File: config.mk
export PLATFORM = sky130hd
export DESIGN_NAME = dct8_da
export DESIGN_NICKNAME = d
export VERILOG_FILES = /design/src/rtl/dct8_pkg.sv /design/src/rtl/dct8_ctrl.sv /design/src/rtl/dct8_datapath.sv /design/src/rtl/dct8_da.sv
export SDC_FILE = /design/constraint.sdc
export NUM_CORES = 1
export LEC_CHECK = 0
export ABC_AREA = 0
export ABC_CLOCK_PERIOD_IN_PS = 4000
export BUFFER_PORTS_ARGS = -buffer_cell sky130_fd_sc_hd__buf_2
export CAP_MARGIN = 40
export CORE_AREA = 5 5 247 298
export DETAILED_ROUTE_END_ITERATION = 8
export DIE_AREA = 0 0 252 303
export PLACE_DENSITY = 0.64
export REMOVE_ABC_BUFFERS = 1
export SYNTH_ARGS = -nofsm -noshare
export SYNTH_HDL_FRONTEND = slang
export SYNTH_SLANG_ARGS = --single-unit
File: constraint.sdc
create_clock -name clk -period 4 [get_ports clk]
set_input_delay 0.4 -clock clk [delete_from_list [all_inputs] [get_ports clk]]
set_output_delay 0.4 -clock clk [all_outputs]
set_load 0.02 [all_outputs]
File: src/rtl/dct8_pkg.sv
package dct8_pkg;

  localparam int NPT     = 8;
  localparam int LANE_IN = 4;

  typedef struct packed {
    logic load;
    logic step;
    logic lastBit;
    logic capture;
  } dct8_ctl_t;

  // Butterfly term slots: 0 full sum, 1 alternating sum, 2..5 mirrored
  // differences, 6..7 mixed terms.
  function automatic int laneTerm(int k, int j);
    case (k)
      0:       return 0;
      4:       return 1;
      2, 6:    return (j == 0) ? 6 : 7;
      default: return 2 + j;
    endcase
  endfunction

  // Constant codes: 1 P, 2 M, 3 N, 4 A, 5 B, 6 C, 7 D; negative means minus.
  function automatic int laneConst(int k, int j);
    int odd1[LANE_IN] = '{4, 5, 6, 7};
    int odd3[LANE_IN] = '{5, -7, -4, -6};
    int odd5[LANE_IN] = '{6, -4, 7, 5};
    int odd7[LANE_IN] = '{7, -6, 5, -4};
    case (k)
      0, 4:    return (j == 0) ? 1 : 0;
      2:       return (j == 0) ? 2 : ((j == 1) ? 3 : 0);
      6:       return (j == 0) ? 3 : ((j == 1) ? -2 : 0);
      1:       return odd1[j];
      3:       return odd3[j];
      5:       return odd5[j];
      default: return odd7[j];
    endcase
  endfunction

endpackage

File: src/rtl/dct8_ctrl.sv
module dct8_ctrl
  import dct8_pkg::*;
#(
  parameter int TERM_W = 11
) (
  input  logic      clk,
  input  logic      rstN,
  input  logic      start,
  output dct8_ctl_t ctl,
  output logic      done
);

  localparam int CNT_W = $clog2(TERM_W);

  typedef enum logic [1:0] {ST_IDLE, ST_RUN, ST_CAPT} state_t;

  state_t           state;
  logic [CNT_W-1:0] bitCnt;

  always_comb begin
    ctl = '0;
    case (state)
      ST_IDLE: ctl.load = start;
      ST_RUN: begin
        ctl.step    = 1'b1;
        ctl.lastBit = (bitCnt == CNT_W'(TERM_W - 1));
      end
      ST_CAPT: ctl.capture = 1'b1;
      default: ctl = '0;
    endcase
  end

  always_ff @(posedge clk or negedge rstN) begin
    if (!rstN) begin
      state  <= ST_IDLE;
      bitCnt <= '0;
      done   <= 1'b0;
    end else begin
      done <= ctl.capture;
      case (state)
        ST_IDLE: if (start) begin
          state  <= ST_RUN;
          bitCnt <= '0;
        end
        ST_RUN: begin
          bitCnt <= bitCnt + 1'b1;
          if (ctl.lastBit) state <= ST_CAPT;
        end
        default: state <= ST_IDLE;
      endcase
    end
  end

endmodule

File: src/rtl/dct8_datapath.sv
module dct8_datapath
  import dct8_pkg::*;
#(
  parameter int DATA_W = 8,
  parameter int TERM_W = DATA_W + 3,
  parameter int FRAC_W = 12,
  parameter int OUT_W  = TERM_W
) (
  input  logic                    clk,
  input  logic                    rstN,
  input  dct8_ctl_t               ctl,
  input  logic [NPT*DATA_W-1:0]   samples,
  output logic [NPT*OUT_W-1:0]    coefs
);

  localparam int ROM_W = FRAC_W + 4;
  localparam int ACC_W = FRAC_W + TERM_W + 4;
  localparam int ROM_N = 1 << LANE_IN;
  localparam logic signed [ACC_W-1:0] ROUND_ADD = ACC_W'(1) <<< (FRAC_W - 1);

  function automatic int qConst(int code);
    real c;
    int  mag;
    mag = (code < 0) ? -code : code;
    case (mag)
      1:       c = 0.70710678118654752;
      2:       c = 0.92387953251128676;
      3:       c = 0.38268343236508977;
      4:       c = 0.98078528040323044;
      5:       c = 0.83146961230254524;
      6:       c = 0.55557023301960222;
      7:       c = 0.19509032201612826;
      default: c = 0.0;
    endcase
    mag = int'(0.5 * c * (2.0 ** FRAC_W));
    return (code < 0) ? -mag : mag;
  endfunction

  function automatic int romEntry(int k, int idx);
    int s = 0;
    for (int j = 0; j < LANE_IN; j++)
      if (((idx >> j) & 1) != 0) s += qConst(laneConst(k, j));
    return s;
  endfunction

  // Butterfly
  logic signed [TERM_W-1:0] xe   [NPT];
  logic signed [TERM_W-1:0] bfly [NPT];
  logic signed [TERM_W-1:0] shReg[NPT];

  for (genvar n = 0; n < NPT; n++) begin : g_ext
    assign xe[n] = TERM_W'(signed'(samples[n*DATA_W +: DATA_W]));
  end

  always_comb begin
    bfly[0] = xe[0] + xe[1] + xe[2] + xe[3] + xe[4] + xe[5] + xe[6] + xe[7];
    bfly[1] = xe[0] - xe[1] - xe[2] + xe[3] + xe[4] - xe[5] - xe[6] + xe[7];
    bfly[2] = xe[0] - xe[7];
    bfly[3] = xe[1] - xe[6];
    bfly[4] = xe[2] - xe[5];
    bfly[5] = xe[3] - xe[4];
    bfly[6] = xe[0] - xe[3] - xe[4] + xe[7];
    bfly[7] = xe[1] - xe[2] - xe[5] + xe[6];
  end

  always_ff @(posedge clk or negedge rstN) begin
    if (!rstN) begin
      for (int i = 0; i < NPT; i++) shReg[i] <= '0;
    end else if (ctl.load) begin
      for (int i = 0; i < NPT; i++) shReg[i] <= bfly[i];
    end else if (ctl.step) begin
      for (int i = 0; i < NPT; i++) shReg[i] <= shReg[i] >>> 1;
    end
  end

  // One distributed-arithmetic lane per coefficient
  for (genvar k = 0; k < NPT; k++) begin : g_lane
    logic signed [ROM_W-1:0] rom [ROM_N];
    logic [LANE_IN-1:0]      addr;
    logic signed [ROM_W-1:0] romSel;
    logic signed [ACC_W-1:0] addend;
    logic signed [ACC_W-1:0] acc;
    logic signed [ACC_W-1:0] accRnd;
    logic signed [OUT_W-1:0] coefQ;

    for (genvar a = 0; a < ROM_N; a++) begin : g_ent
      assign rom[a] = ROM_W'(romEntry(k, a));
    end

    always_comb begin
      for (int j = 0; j < LANE_IN; j++) addr[j] = shReg[laneTerm(k, j)][0];
    end

    assign romSel = rom[addr];

    always_comb begin
      addend = ACC_W'(romSel);
      if (ctl.lastBit) addend = -addend;
      addend = addend <<< (TERM_W - 1);
    end

    always_ff @(posedge clk or negedge rstN) begin
      if (!rstN)          acc <= '0;
      else if (ctl.load)  acc <= '0;
      else if (ctl.step)  acc <= (acc >>> 1) + addend;
    end

    assign accRnd = acc + ROUND_ADD;

    always_ff @(posedge clk or negedge rstN) begin
      if (!rstN)            coefQ <= '0;
      else if (ctl.capture) coefQ <= accRnd[FRAC_W +: OUT_W];
    end

    assign coefs[k*OUT_W +: OUT_W] = coefQ;
  end

endmodule

File: src/rtl/dct8_da.sv
module dct8_da
  import dct8_pkg::*;
#(
  parameter int DATA_W = 8,
  parameter int FRAC_W = 12,
  parameter int TERM_W = DATA_W + 3,
  parameter int OUT_W  = TERM_W
) (
  input  logic                  clk,
  input  logic                  rstN,
  input  logic                  start,
  input  logic [NPT*DATA_W-1:0] samples,
  output logic                  done,
  output logic [NPT*OUT_W-1:0]  coefs
);

  dct8_ctl_t ctl;

  dct8_ctrl #(.TERM_W(TERM_W)) u_ctrl (
    .clk   (clk),
    .rstN  (rstN),
    .start (start),
    .ctl   (ctl),
    .done  (done)
  );

  dct8_datapath #(
    .DATA_W (DATA_W),
    .TERM_W (TERM_W),
    .FRAC_W (FRAC_W),
    .OUT_W  (OUT_W)
  ) u_dp (
    .clk     (clk),
    .rstN    (rstN),
    .ctl     (ctl),
    .samples (samples),
    .coefs   (coefs)
  );

endmodule

==> results_dict.tcl <==
set metrics [dict create \
    status "complete, but fails checks" \
    violations "negative setup slack" \
    final_antenna_net_count 0 \
    maxUsedRoutingLayer "met4" \
    die_area_um2 76360 \
    cap_viol_max_count 0 \
    synthesis.yosys.warnings 0 \
    htree_levels 2 \
    crit_fanout 2 \
    chipHeight_um 303 \
    multiInputGateArea_um2 18210 \
    postRouteWirelength_um 73710 \
    power_per_cell_area_nw_per_um2 1016 \
    grt_antenna_before_repair 9 \
    timing.final.crit_share_pct 114.1 \
    synth_largest_area_cell "sky130_fd_sc_hd__dfrtp_1" \
    p_total_mw 33.25 \
    worst_ep_required_time_ps 4470 \
    hpwl_um 56730 \
    routed-via-count 22450 \
    worst_pin_slew_ps 788.9 \
    input_output_buffers 155 \
    synth_compound_gate_area_share_pct 20.10 \
    timing.final.setup_violations 13 \
    chipWidth_um 252 \
    gp_congestion 0.9330 \
    numPlacedInstances 4232 \
    grt_pass1_wl_um 117400 \
    timing.hold.ws_ps 330.8 \
    synth_area_per_cell_um2 8.839 \
    end_kind "flip-flop" \
    synth_ff_type "sky130_fd_sc_hd__dfrtp_1" \
    pins_over_their_slew_limit 0 \
    cts.clk_slew.worst_paths_ps 60 \
    wl_met2_um 36790 \
    tritoncts.num_buffers 39 \
    worst_setup_path_start_kind "input pin" \
    yosys.cell_types.count 88 \
    met1Wirelength_um 31120 \
    viasPerCell 5.178 \
    rsz_0062_raised_after_global_routing "yes" \
    num_io_pins 156 \
    synth_top_family_by_area "adder cells" \
    drc 0 \
    cts.path.max_buffers 3 \
    floorplan.rows 107 \
    grt_start_max_net_pins 91 \
    synth.cell_area_um2 26480 \
    postSynthRegisterBits 311 \
    fin_crit_ps 4566 \
    cts_root_buffer "sky130_fd_sc_hd__clkbuf_16" \
    clk-insertion-delay-late_ps 570 \
    drt-wirelength-per-cell_um 17.00 \
    critical-path-max-stage-delay_ps 550 \
    total_track_usage_pct 18.79 \
    synth_simple_gate_area_share_pct 12.96 \
    finish.cell_count_without_fillers 4335 \
    achievable-frequency_ghz 0.2190 \
    p_leak_nw 15.32 \
    synth_area_leaders "sky130_fd_sc_hd__dfrtp_1, sky130_fd_sc_hd__ha_1, sky130_fd_sc_hd__fa_1, sky130_fd_sc_hd__o21ai_0, sky130_fd_sc_hd__xnor2_1" \
    ff_latch_area_um2 7786 \
    fillCellCount 6659 \
    power.ir.vdd_worst_v 0.0006220 \
    portion_of_netlist_area_occupied_by_mux_cells_pct 0.4252 \
    arrival_ps 5040 \
    starting_drc_count_in_detailed_routing 1280 \
    yosys.area_share.adder_pct 21.90 \
    timing.critical_path.slowest_stage_cell "sky130_fd_sc_hd__fa_1" \
    placeableCoreArea_um2 70290 \
    maxSlewHeadroom_pct 47.41 \
    hp-class "in -> reg" \
    place_ws_ps -1479 \
    post_synthesis_cell_count 2996 \
    synth_enable_flop_cells 0 \
    yosys.area_share.xor_xnor_pct 9.950 \
    tritoncts "done" \
    ys_async_sr_fraction_pct 100.0 \
    area_growth_pct 23.62 \
    clkSinkCount 311 \
    dr.pass1.iters 5 \
    layout_cells_sized_above_1_pct 21.19 \
    crit_path_setup_slack_layout_ps -565.5 \
    seq_area_frac_synth_pct 29.39 \
    timing.setup.critical_path_class "in -> reg" \
    synth_top_area_share_pct 29.39 \
    start_util_pct 37.68 \
    gr-total-overflow 0 \
    setup-tns-final_ps -4277 \
    critical_path.cell_chain "buf_8 > fa_1 > ha_2 > inv_2 > fa_2 > inv_2 > fa_1 > inv_2 > fa_1 > inv_1 > fa_1 > ha_2 > inv_2 > fa_2 > nor2b_4 > o21ai_2 > a21boi_2 > o21ai_2 > a21boi_2 > o21a_1 > or3_1 > a31oi_1" \
    final_net_count 3831 \
    route.met3.wl_um 3029 \
    number_of_global_route_vias_before_repair 22360 \
    final.setup_skew_ps 36.12 \
    final-hold-violation-count 0 \
]
## cell usage in the layout, fill, tap and decap left out, types with 19 or more instances in the layout
cell type,synthesis,final
sky130_fd_sc_hd__a21o_1,62,62
sky130_fd_sc_hd__a21oi_1,205,173
sky130_fd_sc_hd__a21oi_2,0,30
sky130_fd_sc_hd__a22o_1,19,19
sky130_fd_sc_hd__a22oi_1,36,34
sky130_fd_sc_hd__a31oi_1,24,21
sky130_fd_sc_hd__and3_1,29,29
sky130_fd_sc_hd__buf_2,7,149
sky130_fd_sc_hd__buf_4,3,273
sky130_fd_sc_hd__clkbuf_16,0,39
sky130_fd_sc_hd__dfrtp_1,311,308
sky130_fd_sc_hd__fa_1,121,113
sky130_fd_sc_hd__ha_1,270,241
sky130_fd_sc_hd__inv_1,231,211
sky130_fd_sc_hd__inv_2,2,19
sky130_fd_sc_hd__nand2_1,353,349
sky130_fd_sc_hd__nand2b_1,30,30
sky130_fd_sc_hd__nand3_1,74,74
sky130_fd_sc_hd__nor2_1,129,127
sky130_fd_sc_hd__nor2b_1,36,34
sky130_fd_sc_hd__nor3_1,28,20
sky130_fd_sc_hd__o21a_1,22,22
sky130_fd_sc_hd__o21ai_0,318,286
sky130_fd_sc_hd__o21ai_1,17,32
sky130_fd_sc_hd__o21bai_1,25,24
sky130_fd_sc_hd__o22ai_1,57,57
sky130_fd_sc_hd__xnor2_1,155,142
sky130_fd_sc_hd__xor2_1,144,140
## worst paths after layout
path                                                 startpoint                                    to  slack [ps]  cells after the start
hold / removal                                      samples[56]            u_dp.shReg[55]$_DFFE_PN0P_         330                      5
hold reg to reg            u_dp.g_lane[2].coefQ[10]$_DFFE_PN0P_  u_dp.g_lane[2].coefQ[10]$_DFFE_PN0P_         470                      2
min in group asynchronous                                  rstN    u_dp.g_lane[0].acc[17]$_DFFE_PN0P_         420                      2
setup reg to reg                     u_dp.shReg[33]$_DFFE_PN0P_    u_dp.g_lane[5].acc[25]$_DFFE_PN0P_         130                     20
max in group asynchronous                                  rstN    u_dp.g_lane[0].acc[26]$_DFFE_PN0P_        2690                      3
setup / recovery                                    samples[17]            u_dp.shReg[87]$_DFFE_PN0P_        -570                     22
## timing repair
action | in CTS | in global routing
endpoints found under the hold margin | 75 | 0
pin swaps | 89 | 104
setup endpoints to repair | 27 | 41
resized for setup | 102 | 151
setup buffers | 10 | 21
hold buffers | 1 | 0
## cell usage after synthesis (all sizes together), types with 6 or more instances
| master | number |
|---|---|
| nand4 | 8 |
| nor3 | 30 |
| a22o | 19 |
| nand2 | 354 |
| o21a | 23 |
| or3 | 10 |
| fa | 121 |
| dfrtp | 311 |
| a221o | 10 |
| a31oi | 26 |
| a22oi | 36 |
| and3 | 29 |
| inv | 234 |
| o21bai | 25 |
| xor2 | 144 |
| a21o | 62 |
| o22ai | 57 |
| o21ai | 337 |
| a21boi | 11 |
| nor2 | 133 |
| nor2b | 38 |
| nand2b | 30 |
| a2111oi | 6 |
| a221oi | 7 |
| mux2i | 9 |
| o31ai | 18 |
| nand3 | 74 |
| xnor2 | 156 |
| ha | 270 |
| buf | 22 |
| o211ai | 10 |
| a21oi | 205 |
| clkbuf | 99 |
## flip-flops by register name, summed over array words and instances (netlist names)
name               cells
u_dp.g_lane.acc      128
u_dp.g_lane.coefQ     88
u_dp.shReg            88
u_ctrl.bitCnt          4
u_ctrl.state           2
u_ctrl.done            1
## where the power goes
part | switching [mW] | leakage (nW) | total (mW) | internal, mW
logic | 12.3 | 10.9 | 23.5 | 11.2
clock network | 1.44 | 0.672 | 3.73 | 2.29
registers | 1.33 | 3.79 | 6.04 | 4.71
total | 15.1 | 15.3 | 33.2 | 18.2
## metal layers
layer,track usage (%),up-vias
li1,-,11120
met5,0,-
met4,6.618,0
met3,2.469,127
met1,23.49,10760
met2,33.41,434
## kinds of logic (layout without fill, tap and decap cells)
| family | count (synthesis) | after routing |
|---|---|---|
| other cells | 0 | 7 |
| buf+inv | 355 | 761 |
| simple gates | 745 | 745 |
| fa+ha+maj | 391 | 391 |
| compound gates | 883 | 883 |
| mux | 11 | 11 |
| flops | 311 | 311 |
| xor+xnor | 300 | 300 |
## stage by stage
stage / area, um2 / util [%]
6_report: 32740 / 46.58
5_1_grt: 32730 / 46.56
4_1_cts: 31960 / 45.47
3_5_place_dp: 30150 / 42.90
3_3_place_gp: 30110 / 42.83
2_1_floorplan: 25970 / -
## worst max-delay path, delay by kind of cell
kind	cells	cell delay, ps
AOI/OAI and AO/OA	6	840
and+or+nand+nor	2	360
adders and majority gates	8	3090
buffers and inverters	6	340
## final cells by class
| type | count | share of cell area [%] |
|---|---|---|
| inverter | 234 | 2.714 |
| antenna | 7 | 0.05351 |
| timing repair buffer | 457 | 10.11 |
| clock buffer | 53 | 3.417 |
| multi-input combinational | 2330 | 55.63 |
| clock inverter | 17 | 0.7529 |
| sequential | 311 | 23.78 |
| tap | 926 | 3.539 |
No activity file was read; power rests on OpenSTA's default activity.
